===== src/rtl/clk_repl_pkg.sv =====
package clk_repl_pkg;

    typedef enum logic {
        ST_IDLE = 1'b0,
        ST_SCAN = 1'b1
    } scan_state_e;

    // Index of the next frame around the ring of n frames.
    function automatic int unsigned ring_next(input int unsigned idx, input int unsigned n);
        return (idx + 1 >= n) ? 0 : idx + 1;
    endfunction

endpackage


===== src/rtl/use_bit_array.sv =====
module use_bit_array #(
    parameter int FRAMES = 4,
    parameter int IW     = 2
) (
    input  logic              clk,
    input  logic              rst,
    input  logic              ref_valid,
    input  logic [IW-1:0]     ref_frame,
    input  logic              fill_valid,
    input  logic [IW-1:0]     fill_frame,
    input  logic              clr_en,
    input  logic [IW-1:0]     clr_frame,
    output logic [FRAMES-1:0] bits
);

    for (genvar g = 0; g < FRAMES; g++) begin : g_frame
        logic touch, wipe;
        assign touch = (ref_valid && ref_frame == IW'(g)) || (fill_valid && fill_frame == IW'(g));
        assign wipe  = clr_en && clr_frame == IW'(g);

        always_ff @(posedge clk) begin
            if (rst)        bits[g] <= 1'b0;
            else if (touch) bits[g] <= 1'b1;
            else if (wipe)  bits[g] <= 1'b0;
        end
    end

    a_r2_ref_sets: assert property (@(posedge clk) disable iff (rst)
        ref_valid |=> bits[$past(ref_frame)]);

    a_r6_fill_sets: assert property (@(posedge clk) disable iff (rst)
        fill_valid |=> bits[$past(fill_frame)]);

    a_r7_touch_beats_clear: assert property (@(posedge clk) disable iff (rst)
        (clr_en && ref_valid && ref_frame == clr_frame) |=> bits[$past(clr_frame)]);

    a_r4_clear_lands: assert property (@(posedge clk) disable iff (rst)
        (clr_en && !(ref_valid && ref_frame == clr_frame) && !(fill_valid && fill_frame == clr_frame))
        |=> !bits[$past(clr_frame)]);

endmodule


===== src/rtl/hand_pointer.sv =====
module hand_pointer #(
    parameter int FRAMES = 4,
    parameter int IW     = 2
) (
    input  logic          clk,
    input  logic          rst,
    input  logic          adv,
    output logic [IW-1:0] hand
);
    import clk_repl_pkg::*;

    always_ff @(posedge clk) begin
        if (rst)      hand <= '0;
        else if (adv) hand <= IW'(ring_next(int'(hand), FRAMES));
    end

    a_r5_wrap: assert property (@(posedge clk) disable iff (rst)
        (adv && hand == IW'(FRAMES - 1)) |=> hand == '0);

    a_r3_hold_when_idle: assert property (@(posedge clk) disable iff (rst)
        !adv |=> $stable(hand));

    a_r3_in_range: assert property (@(posedge clk) disable iff (rst)
        int'(hand) < FRAMES);

endmodule


===== src/rtl/scan_ctrl.sv =====
module scan_ctrl #(
    parameter int FRAMES = 4,
    parameter int IW     = 2
) (
    input  logic          clk,
    input  logic          rst,
    input  logic          vic_req,
    input  logic [IW-1:0] hand,
    input  logic          use_cur,
    input  logic          touch_cur,
    input  logic          any_touch,
    output logic          clr_en,
    output logic          adv,
    output logic [IW-1:0] vic_idx,
    output logic          vic_done
);
    import clk_repl_pkg::*;

    localparam int CW = $clog2(FRAMES + 2);

    scan_state_e state;
    logic        taken;

    assign taken  = (state == ST_SCAN) && !use_cur && !touch_cur;
    assign adv    = (state == ST_SCAN);
    assign clr_en = (state == ST_SCAN) && !taken;

    always_ff @(posedge clk) begin
        if (rst) begin
            state    <= ST_IDLE;
            vic_idx  <= '0;
            vic_done <= 1'b0;
        end else begin
            case (state)
                ST_IDLE: if (vic_req) begin
                    state    <= ST_SCAN;
                    vic_done <= 1'b0;
                end
                ST_SCAN: if (taken) begin
                    state    <= ST_IDLE;
                    vic_idx  <= hand;
                    vic_done <= 1'b1;
                end
                default: state <= ST_IDLE;
            endcase
        end
    end

    // Checker state: number of frames already examined in this scan.
    logic [CW-1:0] seen;
    logic          disturbed;
    always_ff @(posedge clk) begin
        if (rst || state == ST_IDLE) begin
            seen      <= '0;
            disturbed <= 1'b0;
        end else begin
            seen      <= seen + 1'b1;
            disturbed <= disturbed || any_touch;
        end
    end

    a_r8_bounded_scan: assert property (@(posedge clk) disable iff (rst)
        (state == ST_SCAN && !disturbed && !any_touch) |-> int'(seen) <= FRAMES);

    a_r9_hold_result: assert property (@(posedge clk) disable iff (rst)
        (vic_done && !vic_req) |=> vic_done && $stable(vic_idx));

    a_r9_done_drops: assert property (@(posedge clk) disable iff (rst)
        (state == ST_IDLE && vic_req) |=> !vic_done);

    a_r3_pick_is_hand: assert property (@(posedge clk) disable iff (rst)
        taken |=> vic_done && vic_idx == $past(hand));

endmodule


===== src/rtl/clock_victim_sel.sv =====
module clock_victim_sel #(
    parameter int FRAMES = 4,
    parameter int IW     = (FRAMES > 1) ? $clog2(FRAMES) : 1
) (
    input  logic          clk,
    input  logic          rst,
    input  logic          ref_valid,
    input  logic [IW-1:0] ref_frame,
    input  logic          fill_valid,
    input  logic [IW-1:0] fill_frame,
    input  logic          vic_req,
    output logic [IW-1:0] vic_idx,
    output logic          vic_done
);

    logic [FRAMES-1:0] bits;
    logic [IW-1:0]     hand;
    logic              clr_en, adv, touch_cur, use_cur, any_touch;

    assign use_cur   = bits[hand];
    assign touch_cur = (ref_valid && ref_frame == hand) || (fill_valid && fill_frame == hand);
    assign any_touch = ref_valid || fill_valid;

    use_bit_array #(.FRAMES(FRAMES), .IW(IW)) u_bits (
        .clk       (clk),
        .rst       (rst),
        .ref_valid (ref_valid),
        .ref_frame (ref_frame),
        .fill_valid(fill_valid),
        .fill_frame(fill_frame),
        .clr_en    (clr_en),
        .clr_frame (hand),
        .bits      (bits)
    );

    hand_pointer #(.FRAMES(FRAMES), .IW(IW)) u_hand (
        .clk (clk),
        .rst (rst),
        .adv (adv),
        .hand(hand)
    );

    scan_ctrl #(.FRAMES(FRAMES), .IW(IW)) u_ctrl (
        .clk      (clk),
        .rst      (rst),
        .vic_req  (vic_req),
        .hand     (hand),
        .use_cur  (use_cur),
        .touch_cur(touch_cur),
        .any_touch(any_touch),
        .clr_en   (clr_en),
        .adv      (adv),
        .vic_idx  (vic_idx),
        .vic_done (vic_done)
    );

    a_r1_reset_state: assert property (@(posedge clk)
        rst |=> !vic_done && vic_idx == '0 && bits == '0 && hand == '0);

endmodule


===== config.mk =====
export PLATFORM = sky130hd
export DESIGN_NAME = clock_victim_sel
export DESIGN_NICKNAME = d
export VERILOG_FILES = /design/src/rtl/clk_repl_pkg.sv /design/src/rtl/use_bit_array.sv /design/src/rtl/hand_pointer.sv /design/src/rtl/scan_ctrl.sv /design/src/rtl/clock_victim_sel.sv
export SDC_FILE = /design/constraint.sdc
export NUM_CORES = 1
export LEC_CHECK = 0
export BUFFER_PORTS_ARGS = -buffer_cell sky130_fd_sc_hd__buf_4
export CORE_UTILIZATION = 32
export CTS_CLUSTER_DIAMETER = 30
export DETAILED_ROUTE_END_ITERATION = 8
export PLACE_DENSITY = 0.6
export SYNTH_ARGS = -nofsm -noshare
export SYNTH_HDL_FRONTEND = slang
export SYNTH_SLANG_ARGS = --single-unit
export TNS_END_PERCENT = 5

===== constraint.sdc =====
create_clock -name clk -period 2.6 [get_ports clk]
set_clock_uncertainty 0.2 [all_clocks]
set_input_delay 0.39 -clock clk [delete_from_list [all_inputs] [get_ports clk]]
set_output_delay 0.39 -clock clk [all_outputs]
set_load 0.005 [all_outputs]

==> summary.md <==
| Metric | Value |
|---|---|
| Ant. Diodes | 0 |
| Actual slew at the worst max-slew pin | 0.358 ns |
| Initial DRC count | 7 |
| Worst setup SP type | flop |
| Worst hold margin | 0.165 ns |
| Normalized max-slew margin | 76.1% |
| CTS Hold Buffers Added | 0 |
| Die area | 2190 um^2 |
| Yosys warns | 0 |
| Top Usage Layer GRT | met1 |
| Mean Syn Cell Area | between 8 and 9 um^2 |
| RSZ-0062 raised after global routing | no |
| Crit Path Class | reg -> reg |
| Post-synth top area share | 31.2% |
| Nature of the critical path endpoint | flop |
| CTS sink count | 10 |
| Num rows | 15 |
| Via Count | 507 |
| Layout cell share with drive strength beyond 1 | 25.3% |
| #FFs+latches synth | 10 |
| Top area cells in the synthesized netlist | dfxtp_1, ha_1, mux2i_1, nand2b_1, xnor2_1 |
| Peak VDD IR | 259 uV |
| Pwr dens | 519 nW/um^2 |
| CP max FO | 8 |
| Die Span X | 46.8 um |
| GR Util met2 | ~18% |
| Max Cap Viol | 0 |
| CTS resizes | 0 |
| Boundary Pins | 12 |
| Starting Density | ~36% |
| Mapped Cells | 72 |
| Syn_nets | 85 |
| Crit path time final | 2.00 ns |
| CORE AREA | about 1800 um^2 |
| Vias per cell | around 4.7 |
| Overall global routing resource usage | 13.2% |
| Routability cong. | around 0.78 |
| Synth-to-layout area growth | 19.7% |
| # Post-CTS Setup Buffers | 0 |
| Setup Viol. Count Final | 0 |
| Power consumption | 399 uW |
| Critical Path RT | 2.60 ns |
| Root buffer cell | clkbuf_4 |
| Port Buf Inserts | 11 |
| WL per Instance | about 11 um |
| Post-Layout Cell Count | between 100 and 150 |
| CTS tree | yes |
| Register area share after synthesis | 31.2% |
| Fin. max-slew vios | 0 |
| Reg2reg setup slack | 0.60 ns |
| Largest net degree at the start of global routing | 13 |
| LEAKAGE | 0.000295 uW |
| Fmax | 499 MHz |
| CP Data Arrival Time | 2.00 ns |
| Cts bufs inserted | 3 |
| Run status | finished, final reports clean |
| Met3 Use GR | 5.77% |
| GRT Residual Overflow | 0 |
| Later-pin clock latency in the skew report | 0.27 ns |
| First-pass GRT wire length | 2070 um |
| Final WL | 1200 um |
| Tcrit/Tclk final | 77.0% |
| Hold Vio Cnt, Final | 0 |
| Routing usage on met1 | roughly 20% |
| Hold WC Path Type | in -> reg |
| Mapped Area | 642 um^2 |
| Final net count | 97 |
| Detail Placement HPWL | around 910 um |
| Setup TNS | 0 ns |
| Initial antenna violation count | 0 |
| Vias in the first global route | 444 |
| Clock-pin slew on the worst setup and hold paths | 0.07 ns |
| Pre-antenna DRT Iters | 4 |
| Post-route ant nets | 0 |
| H-tree lvl count | 1 |
| Placed cell count | 104 |
| CTS Buffer Depth | 2 |
| # DRC | 0 |
| Post-synth top area cell | dfxtp_1 |
| Yosys cell types | 25 |
| DIE HEIGHT | 46.8 um |
## cell type report
cell class / count / area [um^2]
multi-input combinational: 53 / 399
fill: 190 / 1030
tap: 25 / 31.3
clock buffer: 4 / 36.3
inverter: 5 / 18.8
timing repair buffer: 11 / 82.6
sequential: 10 / 200
## logic make-up (layout without fill, tap and decap cells)
logic type	Yosys count	count (layout)	synth area share, %
xor gates and xnor gates	4	4	5.46
DFF	10	10	31.2
adders and majority gates	4	4	7.80
and+or+nand+nor	27	27	21.4
muxes	5	5	9.75
AOI/OAI and AO/OA	13	13	17.7
buffers and inverters	9	20	6.63
## cells in the mapped netlist
master,number
inv_1,5
ha_1,4
buf_6,1
a211oi_1,3
a31oi_4,1
mux2i_1,4
mux4_2,1
buf_2,1
o21bai_1,1
nor3_1,2
o22ai_1,3
clkbuf_1,2
or2b_1,1
a21oi_1,2
a21oi_2,1
nand3_1,4
nand2_1,6
nand2b_1,6
xnor2_1,4
nand4_1,1
dfxtp_1,10
nor2_1,6
a21bo_2,1
and3_4,1
a311oi_2,1
## where the power goes
part / switching, uW / internal, uW / total [uW]
Combinational: 38.2 / 41.8 / 80.0
Clock: 56.6 / 85.1 / 142
Sequential: 13.5 / 164 / 177
Total: 108 / 291 / 399
## layer usage
layer | part of all wire [%] | vias to the layer above
li1 | - | 271
met1 | 52 | 227
met2 | 43 | 9
met3 | 4.3 | 0
met4 | 0 | 0
met5 | 0 | -
## metrics by stage
step	setup slack, ns	area [um^2]	util (%)
final	0.598	768	42.6
after global routing	0.446	768	42.6
after CTS	0.576	768	42.6
after detailed placement	0.582	732	40.6
after global placement	0.647	732	40.6
after floorplan	0.739	642	-
## worst max-delay path, stage by stage (launching register included)
cell	delay [ns]
dfxtp_1	0.49
mux4_2	0.57
a31oi_4	0.25
and3_4	0.24
mux2i_1	0.18
## state kept, by name, indices dropped and copies added (netlist names)
| signal | flops |
|---|---|
| u_ctrl.adv | 1 |
| u_bits.bits | 4 |
| u_hand.hand | 2 |
| u_ctrl.vic_done | 1 |
| u_ctrl.vic_idx | 2 |
## path summary, 6_finish.rpt
check / end / startpoint / cells past startpoint
worst max-delay path: u_ctrl.vic_idx[1] / u_hand.hand[1] / 4
worst max register to register: u_ctrl.vic_idx[1] / u_hand.hand[1] / 4
worst min register to register: u_ctrl.vic_done / u_ctrl.vic_done / 2
worst min-delay path: u_bits.bits[3] / rst / 2
## cell usage in the layout (no fill, tap or decap), types with 2 or more instances in the layout
cell and count:
buf_4 11, dfxtp_1 10, nand2_1 6, nand2b_1 6, nor2_1 6, inv_1 5, xnor2_1 4, nand3_1 4
mux2i_1 4, ha_1 4, o22ai_1 3, a211oi_1 3, clkbuf_4 3, a21oi_1 2, nor3_1 2
(Power assumes the default switching activity.)
